[config.mk]
export PLATFORM = sky130hd
export DESIGN_NAME = ext_irq_ctrl
export DESIGN_NICKNAME = d
export VERILOG_FILES = /design/src/rtl/exti_pkg.sv /design/src/rtl/exti_edge.sv /design/src/rtl/exti_bank.sv /design/src/rtl/ext_irq_ctrl.sv
export SDC_FILE = /design/constraint.sdc
export NUM_CORES = 1
export LEC_CHECK = 0
export BUFFER_PORTS_ARGS = -buffer_cell sky130_fd_sc_hd__buf_2
export CORE_MARGIN = 2
export CORE_UTILIZATION = 51
export DETAILED_ROUTE_END_ITERATION = 10
export GPL_TIMING_DRIVEN = 0
export PLACE_DENSITY = 0.84
export SETUP_SLACK_MARGIN = 0.2
export SYNTH_ARGS = -nofsm -noshare
export SYNTH_HDL_FRONTEND = slang
export SYNTH_SLANG_ARGS = --single-unit
[constraint.sdc]
create_clock -name clk -period 5.3 [get_ports clk]
set_input_delay 1.06 -clock clk [delete_from_list [all_inputs] [get_ports clk]]
set_output_delay 1.06 -clock clk [all_outputs]
set_load 0.02 [all_outputs]
[src/rtl/exti_pkg.sv]
package exti_pkg;
  typedef logic [31:0] word_t;

  typedef enum logic [2:0] {
    REG_IMASK = 3'd0,
    REG_EMASK = 3'd1,
    REG_RISE  = 3'd2,
    REG_FALL  = 3'd3,
    REG_SWT   = 3'd4,
    REG_PEND  = 3'd5
  } reg_sel_e;

  // lines hit by a hardware edge this cycle
  function automatic word_t edge_hits(word_t mask, word_t rise, word_t fall,
                                      word_t rsel, word_t fsel);
    return mask & ((rise & rsel) | (fall & fsel));
  endfunction

  // trigger bits that newly pend: fresh 0->1, unmasked, not yet pending
  function automatic word_t trig_hits(word_t wr_set, word_t old_trig,
                                      word_t mask, word_t pend);
    return wr_set & ~old_trig & mask & ~pend;
  endfunction

  // pending bits retired by a write-one-to-clear
  function automatic word_t clear_bits(word_t pend, word_t wd, word_t fixed);
    return pend & wd & ~fixed;
  endfunction
endpackage

[src/rtl/exti_edge.sv]
module exti_edge #(
  parameter int W = 8
) (
  input  logic         clk,
  input  logic         rst_n,
  input  logic [W-1:0] lvl,
  output logic [W-1:0] rise,
  output logic [W-1:0] fall
);
  logic [W-1:0] cur_q;
  logic [W-1:0] prv_q;

  always_ff @(posedge clk) begin
    if (!rst_n) begin
      cur_q <= '0;
      prv_q <= '0;
    end else begin
      cur_q <= lvl;
      prv_q <= cur_q;
    end
  end

  assign rise = cur_q & ~prv_q;
  assign fall = ~cur_q & prv_q;
endmodule

[src/rtl/exti_bank.sv]
module exti_bank
  import exti_pkg::*;
#(
  parameter int          W      = 32,
  parameter logic [31:0] FIXED  = 32'h0
) (
  input  logic         clk,
  input  logic         rst_n,
  input  logic [W-1:0] rise,
  input  logic [W-1:0] fall,
  input  logic         we,
  input  reg_sel_e     sel,
  input  logic [31:0]  wdata,
  output logic [31:0]  rdval,
  output logic [W-1:0] pend,
  output logic [W-1:0] pulse
);
  localparam logic [W-1:0] FIX_W   = FIXED[W-1:0];
  localparam logic [W-1:0] TRIG_OK = ~FIX_W;

  logic [W-1:0] imr, emr, rsel, fsel, trig;
  logic [W-1:0] wd;
  logic [W-1:0] hw_hit, sw_hit, clr;
  logic         swt_wr, pend_wr;

  assign wd      = W'(wdata);
  assign swt_wr  = we && (sel == REG_SWT);
  assign pend_wr = we && (sel == REG_PEND);

  always_comb begin
    hw_hit = W'(edge_hits(32'(imr), 32'(rise), 32'(fall), 32'(rsel), 32'(fsel)));
    sw_hit = swt_wr ? W'(trig_hits(32'(wd & TRIG_OK), 32'(trig), 32'(imr), 32'(pend))) : '0;
    clr    = pend_wr ? W'(clear_bits(32'(pend), 32'(wd), 32'(FIX_W))) : '0;
  end

  always_ff @(posedge clk) begin
    if (!rst_n) begin
      imr   <= FIX_W;
      emr   <= '0;
      rsel  <= '0;
      fsel  <= '0;
      trig  <= '0;
      pend  <= '0;
      pulse <= '0;
    end else begin
      if (we) begin
        unique case (sel)
          REG_IMASK: imr  <= wd;
          REG_EMASK: emr  <= wd;
          REG_RISE:  rsel <= wd & TRIG_OK;
          REG_FALL:  fsel <= wd & TRIG_OK;
          REG_SWT:   trig <= wd & TRIG_OK;
          REG_PEND:  trig <= trig & ~clr;
          default:   ;
        endcase
      end
      // new edges are ORed after the clear, so they win a same-cycle race
      pend  <= (pend & ~clr) | hw_hit | sw_hit;
      pulse <= hw_hit | sw_hit;
    end
  end

  always_comb begin
    unique case (sel)
      REG_IMASK: rdval = 32'(imr);
      REG_EMASK: rdval = 32'(emr);
      REG_RISE:  rdval = 32'(rsel);
      REG_FALL:  rdval = 32'(fsel);
      REG_SWT:   rdval = 32'(trig);
      REG_PEND:  rdval = 32'(pend);
      default:   rdval = '0;
    endcase
  end

  // reset leaves only the wired-through lines unmasked, nothing pending
  assert_reset_state_R1: assert property (@(posedge clk)
    $rose(rst_n) |-> (imr == FIX_W && pend == '0 && pulse == '0));

  // a pulsing line is pending in the same cycle
  assert_pulse_pending_R5: assert property (@(posedge clk) disable iff (!rst_n)
    (pulse & ~pend) == '0);

  // a line that was masked never becomes pending
  assert_masked_quiet_R5: assert property (@(posedge clk) disable iff (!rst_n)
    (pend & ~$past(pend) & ~$past(imr)) == '0);

  // a trigger write never re-pulses a line that was already pending
  assert_trig_once_R7: assert property (@(posedge clk) disable iff (!rst_n)
    swt_wr |=> ((pulse & $past(pend) & ~$past(hw_hit)) == '0));

  // a cleared bit without a fresh hit is gone on the next cycle
  assert_w1c_R8: assert property (@(posedge clk) disable iff (!rst_n)
    pend_wr |=> ((pend & $past(clr & ~hw_hit)) == '0));
endmodule

[src/rtl/ext_irq_ctrl.sv]
module ext_irq_ctrl
  import exti_pkg::*;
#(
  parameter int          LINES_LO = 32,
  parameter int          LINES_HI = 8,
  parameter logic [31:0] FIXED_LO = 32'hFF82_0000,
  parameter logic [31:0] FIXED_HI = 32'h0000_0087,
  parameter int          ADDR_W   = 8
) (
  input  logic                         clk,
  input  logic                         rst_n,
  input  logic [LINES_LO+LINES_HI-1:0] line_in,
  input  logic                         req_valid,
  input  logic                         req_write,
  input  logic [ADDR_W-1:0]            req_addr,
  input  logic [31:0]                  req_wdata,
  output logic [31:0]                  rd_data,
  output logic [LINES_LO+LINES_HI-1:0] line_pulse,
  output logic                         irq_any
);
  localparam int NLINES = LINES_LO + LINES_HI;
  localparam int NBANK  = 2;

  logic [NLINES-1:0] pend_all;
  logic [31:0]       bank_rd [NBANK];
  logic              bank_idx;
  reg_sel_e          sel;
  logic              acc_ok;

  assign bank_idx = req_addr[5];
  assign sel      = reg_sel_e'(req_addr[4:2]);
  assign acc_ok   = req_valid && (req_addr[1:0] == 2'b00) &&
                    (req_addr[ADDR_W-1:6] == '0) && (req_addr[4:2] <= 3'd5);

  for (genvar b = 0; b < NBANK; b++) begin : g_bank
    localparam int          W  = (b == 0) ? LINES_LO : LINES_HI;
    localparam int          LO = (b == 0) ? 0 : LINES_LO;
    localparam logic [31:0] FX = (b == 0) ? FIXED_LO : FIXED_HI;

    logic [W-1:0] rise, fall;
    logic         we;

    assign we = acc_ok && req_write && (bank_idx == 1'(b));

    exti_edge #(.W(W)) u_edge (
      .clk  (clk),
      .rst_n(rst_n),
      .lvl  (line_in[LO +: W]),
      .rise (rise),
      .fall (fall)
    );

    exti_bank #(.W(W), .FIXED(FX)) u_bank (
      .clk  (clk),
      .rst_n(rst_n),
      .rise (rise),
      .fall (fall),
      .we   (we),
      .sel  (sel),
      .wdata(req_wdata),
      .rdval(bank_rd[b]),
      .pend (pend_all[LO +: W]),
      .pulse(line_pulse[LO +: W])
    );
  end

  assign irq_any = |pend_all;

  always_ff @(posedge clk) begin
    if (!rst_n) rd_data <= '0;
    else if (req_valid && !req_write) rd_data <= acc_ok ? bank_rd[bank_idx] : '0;
  end

  // a read of an undefined or unaligned offset returns zero
  assert_bad_read_zero_R10: assert property (@(posedge clk) disable iff (!rst_n)
    (req_valid && !req_write && !acc_ok) |=> (rd_data == '0));

  // read data holds while no read is issued
  assert_rd_hold_R12: assert property (@(posedge clk) disable iff (!rst_n)
    !(req_valid && !req_write) |=> $stable(rd_data));
endmodule

### After elaboration in Yosys (flattened, before gate mapping)

Cells that the tools add are included.

| word-level totals | value |
|---|---|
| register bits after elaboration | 364 |
| logic and storage cells | 107 |

| cells by class | value |
|---|---|
| order comparisons | 2 |
| equal/unequal tests | 5 |
| mux-type cells | 12 |
| bitwise logic cells | 42 |
| reduce and logical (&&, ||, !) cells | 27 |

Operators by type and width:

| kind | number |
|---|---|
| 32-bit bitwise AND | 7 |
| 32-bit one-hot mux with 6 select lines | 1 |
| 32-bit two-way mux | 5 |
| 32-bit inverter | 5 |
| 32-bit bitwise OR | 4 |
| 32-bit by 23-bit bitwise AND with 32-bit output | 2 |
| 32-bit one-hot mux with 2 select lines | 1 |
| 8-bit bitwise AND | 7 |
| 8-bit one-hot mux with 6 select lines | 1 |
| 8-bit inverter | 5 |
| 40-bit OR reduction | 1 |
| 23-bit by 32-bit bitwise AND with 32-bit output | 1 |
| 8-bit bitwise OR | 4 |
| 23-bit bitwise AND | 1 |
| 23-bit two-way mux | 1 |
| 2-bit AND reduction | 10 |
| 8-bit by 7-bit bitwise AND with 8-bit output | 2 |
| 8-bit one-hot mux with 2 select lines | 1 |
| 1-bit logical AND | 11 |
| 7-bit by 8-bit bitwise AND with 8-bit output | 1 |
| 8-bit two-way mux | 1 |
| 7-bit bitwise AND | 1 |
| 7-bit two-way mux | 1 |
| 3-bit by 2-bit equality test with 1-bit output (second input constant) | 2 |
| other kinds (10) | 12 |

### Longest topological paths before layout

| logic depth | value |
|---|---|
| word-level depth | 12 |
| mapped depth | 8 |

### Cells and area by module

From an unflattened synthesis, not the netlist that was laid out.

| unflattened totals | value |
|---|---|
| cells, all modules | 1647 |
| area, all modules | 14836.7 um^2 |

By module, submodules not included:

| module | instances | cells an instance | area an instance (um^2) |
|---|---|---|---|
| exti_bank at g_bank[0].u_bank | 1 | 1038 | 8398.1 |
| exti_edge at g_bank[0].u_edge | 1 | 198 | 2150.8 |
| exti_bank at g_bank[1].u_bank | 1 | 232 | 2073.2 |
| ext_irq_ctrl | 1 | 130 | 1667.8 |
| exti_edge at g_bank[1].u_edge | 1 | 49 | 546.8 |

### Worst setup path after synthesis

No wires, ideal clock.

| path | value |
|---|---|
| kind | input port to flip-flop |
| start point | in req_addr[1] |
| end point | reg g_bank[0].u_bank.fsel[3] |
| setup time | 120 ps |
| arrival | 2894 ps |
| required time | 5180 ps |
| setup slack | 2286 ps |
| stages on the path | 8 |
| path buffers | 4 |
| path through | or3_1 clkbuf_2 or3_1 buf_2 or4_4 buf_6 buf_6 mux2i_1 |

| between the ends | value |
|---|---|
| longest elaborated chain between the ends | 7 |

Ends and longest elaborated chain:

| element | RTL line | text |
|---|---|---|
| start, declared | ext_irq_ctrl.sv:15 | `input logic [ADDR_W-1:0] req_addr,` |
| 2-bit logical NOT | ext_irq_ctrl.sv:32 | `assign acc_ok = req_valid && (req_addr[1:0] == 2'b00) &&` |
| 1-bit logical AND (2 in series) | ext_irq_ctrl.sv:32 |  |
| 1-bit logical AND | ext_irq_ctrl.sv:33 | `(req_addr[ADDR_W-1:6] == '0) && (req_addr[4:2] <= 3'd5);` |
| 1-bit logical AND (2 in series) | ext_irq_ctrl.sv:43 | `assign we = acc_ok && req_write && (bank_idx == 1'(b));` |
| 2-bit AND reduction (no line) | n/a |  |
| end signal, assigned | exti_bank.sv:51 | `REG_FALL: fsel <= wd & TRIG_OK;` |
| end, declared | exti_bank.sv:21 | `logic [W-1:0] imr, emr, rsel, fsel, trig;` |

Every way passes these cells.
A chain may end at the register's enable or synchronous reset.

### Worst setup path after layout

| path | value |
|---|---|
| start point | in req_addr[4] |
| end point | reg g_bank[0].u_bank.trig[7] |

| between the ends | value |
|---|---|
| longest elaborated chain between the ends | 9 |
| elaborated cells between the ends (all ways) | 13 |
| classes of those cells | order compare (1); eq/ne (2); mux (2); bitwise (2); reduce/logical (6) |

Ends and longest elaborated chain:

| element | RTL line | text |
|---|---|---|
| 3-bit <= comparator | ext_irq_ctrl.sv:33 |  |
| 1-bit logical AND | ext_irq_ctrl.sv:33 |  |
| 1-bit logical AND (2 in series) | ext_irq_ctrl.sv:43 |  |
| 1-bit logical AND | exti_bank.sv:28 | `assign pend_wr = we && (sel == REG_PEND);` |
| 23-bit two-way mux | exti_bank.sv:33 | `clr = pend_wr ? W'(clear_bits(32'(pend), 32'(wd), 32'(FIX_W))) : '0;` |
| 32-bit inverter | exti_bank.sv:53 | `REG_PEND: trig <= trig & ~clr;` |
| 32-bit bitwise AND | exti_bank.sv:53 |  |
| 32-bit one-hot mux with 2 select lines | exti_bank.sv:47 | `unique case (sel)` |
| end signal, assigned | exti_bank.sv:52 | `REG_SWT: trig <= wd & TRIG_OK;` |
| end signal, assigned | exti_bank.sv:53 |  |
| end, declared | exti_bank.sv:21 |  |

Several ways; a longest one is shown, not always the timed one.

==> flow_summary.ini <==
[outcome]
status = complete, but fails checks
failed_checks = capacitance limit

[pwr]
total_leakage_power_nw = 5.55
internal_power_w = 0.00350
p_sw_w = 0.00112
power.share.clock = 0.450
vdd_ir_drop_max_uv = 231
p_sw_frac = 0.243
seqPwrFrac = 0.484
p_comb_frac = 0.066
cellPowerDensity_nw_per_um2 = 316

[floorplanning]
coreArea_um2 = 24200
ios = 157
start_util = 0.519
rows = 57
dieArea_um2 = 26000
die_w_um = 161
die_y_um = 161

[clocking]
post-cts-setup-buffers = 0
clockBufferDepth = 3
htree_levels = 1
tritoncts = yes
insertion_delay_ps = 560
cts-root-buf = clkbuf_16
ctsResizeCount = 0
clk_pin_slew_ps = 60
cts_sinks = 294
ctsHoldBuffers = 0
cts_buffers = 30

[worst_setup_path]
max_stage_delay_ps = 900
critical_path_class = input pin to flop
worstPathArrival_ps = 4180
crit_path_end = g_bank[0].u_bank.trig[7]
cp_max_fo = 10
r2r_end = rd_data[0]
cp_common_cell = clkbuf_1
r2r-start = g_bank[0].u_bank.pend[0]
cp_slowest_cell = nor3b_1
cp-end-kind = flop
crit_chain = clkbuf_1, nor3b_1, nand2_1, nor4_1, clkbuf_1, a32o_1
crit_required_ps = 5790
reg2reg_depth = 3
cp-start-kind = input pin
rrSetupSlack_ps = 3680
startpoint = req_addr[4]

[synthesis]
synth_enable_flop_cells = 0
seq_area_frac_synth = 0.467
synth.cell_area_um2 = 12600
ys.warnings.count = 0
synthCells = 1411
synth_flop_cell = dfxtp_1
ys_async_sr_fraction = 0
ys_types = 53
avgSynthCellArea_um2 = 8.93
ys_ff_latch = 294

[finish]
fill_cells = 2094
multi_input_area_um2 = 6160
drive_above_1_share = 0.159
final_common_cell = nand2_1
area.sequential_um2 = 5890
area_delta_synth_final_pct = 16.1
layout_common_cells = nand2_1, dfxtp_1, buf_2
fin_area_um2 = 14600
nets = 1661

[drt]
final_antenna_net_count = 0
routedWlPerCell_um = 22.6
via_count = 12100
drtIter0Drc = 1656
dr.pass1.iters = 6
vias_per_cell = 6.30
drcViolationCount = 0
drt_wl_total_mm = 43.5

[hold_path]
hp-class = flop to flop
hold_depth = 2

[global_route]
grt_max_degree = 15
grt_pass1_vias = 11800
antenna_found_initial = 1
grt_pass1_wl_mm = 65.9
grt_use_total = 0.327
gr-total-overflow = 0

[placed_design]
gp_congestion = 0.974
post-dp-hpwl_mm = 29.6
place_area_um2 = 13700
place_ws_ps = 1330
port_buffers = 121

[sta]
postLayoutSetupSlackWorst_ps = 1600
min_period_over_period = 0.697
fin_worst_skew_ps = 23.4
hold_viol_final = 0
setup-tns-final_ps = 0
tightest_slew_ps = 1470
fmax_mhz = 271
report.final.slew_viol_count = 0
maxSlewHeadroom = 0.0114
period_minus_slack_ps = 3700
setup_violations = 0
rsz0062_at_grt = no

[flow_run]
cap_viol_max_count = 1
[area by class of cell]
class / instances / share of cell area
plain buffers: 130 / 0.0395
repair buffers: 121 / 0.0414
flip-flops and latches: 294 / 0.403
well taps: 324 / 0.0277
multi-input cells: 996 / 0.422
clock buffers: 45 / 0.0601
inverters: 4 / 0.00103
clock inverters: 11 / 0.00582
diodes: 2 / 0.000342
[power by group through the flow]
stage	combinational [W]	clock [W]	sequential, W
after detailed placement	0.000287	0	0.00229
final	0.000305	0.00208	0.00224
after global routing	0.000315	0.00217	0.00224
after global placement	0.000284	0	0.00229
after floorplan	0.000159	0	0.00229
after CTS	0.000288	0.00208	0.00224
[how the worst min path moves through the flow]
| stage | startpoint | to | slack, ps |
|---|---|---|---|
| floorplan | g_bank[0].u_bank.emr[3] | g_bank[0].u_bank.emr[3] | 430 |
| global placement | rd_data[10] | rd_data[10] | 430 |
| detailed placement | rd_data[11] | rd_data[11] | 440 |
| CTS | g_bank[0].u_bank.emr[3] | g_bank[0].u_bank.emr[3] | 450 |
| global route | g_bank[0].u_bank.emr[20] | g_bank[0].u_bank.emr[20] | 470 |
| finish | rd_data[8] | rd_data[8] | 450 |
[critical path: cells and delay by family]
family | cells | cell delay, ps
AO/OA/AOI/OAI | 1 | 220
AND/OR/NAND/NOR | 3 | 1920
buffers and inverters | 2 | 960
[synthesized netlist by cell type (4+ instances only)]
cell type	number	area share
nand2b_1	4	0.0020
nor4_1	8	0.0040
or3_1	14	0.0070
nand3_1	60	0.024
a32o_1	32	0.025
nor3b_1	24	0.014
a21oi_1	81	0.032
a221o_1	11	0.0087
nor2_1	27	0.0080
mux2_2	19	0.017
and3_1	6	0.0030
mux2i_1	101	0.080
buf_1	4	0.0012
o21ai_0	32	0.013
buf_4	16	0.0095
nand4_1	23	0.011
mux4_2	11	0.020
nor3_1	5	0.0020
buf_2	5	0.0020
and2_1	53	0.026
o2bb2ai_1	7	0.0049
nand2_1	323	0.096
a31oi_1	27	0.013
clkbuf_1	101	0.030
dfxtp_1	294	0.47
o22ai_1	4	0.0020
a31o_2	22	0.015
nand3b_1	51	0.030
[sequential cells by signal (all words and copies together), names as in the netlist]
register,count
g_bank.u_bank.emr,40
g_bank.u_bank.imr,40
rd_data,32
g_bank.u_bank.fsel,26
g_bank.u_bank.pend,26
g_bank.u_bank.pulse,26
g_bank.u_bank.rsel,26
g_bank.u_bank.trig,26
g_bank.u_edge.cur_q,26
g_bank.u_edge.prv_q,26
[cell families (layout without fill, tap and decap cells)]
| kind of cell | Yosys count | count (layout) | share of synthesized area |
|---|---|---|---|
| and+or+nand+nor | 617 | 617 | 0.242 |
| other | 1 | 16 | 0.000298 |
| muxes | 131 | 131 | 0.117 |
| DFF | 294 | 294 | 0.467 |
| buffers and inverters | 134 | 311 | 0.0471 |
| AOI/OAI and AO/OA | 234 | 234 | 0.126 |
[routing by layer]
layer,vias to the layer above,wire length (um),global-route usage
met5,-,0,0
met4,0,2540,0.184
met3,210,6100,0.0878
met2,929,18900,0.505
met1,5688,16000,0.415
li1,5309,-,-
[stage by stage]
step / total power (W) / hold WS (ps) / instances / util
4_1_cts: 0.00461 / 454 / 1925 / 0.603
6_report: 0.00463 / 450 / 1927 / 0.603
3_5_place_dp: 0.00258 / 441 / 1869 / 0.563
3_3_place_gp: 0.00257 / 434 / 1869 / 0.563
5_1_grt: 0.00473 / 473 / 1926 / 0.603
2_1_floorplan: 0.00244 / 432 / 1424 / -
(Power assumes the default switching activity.)
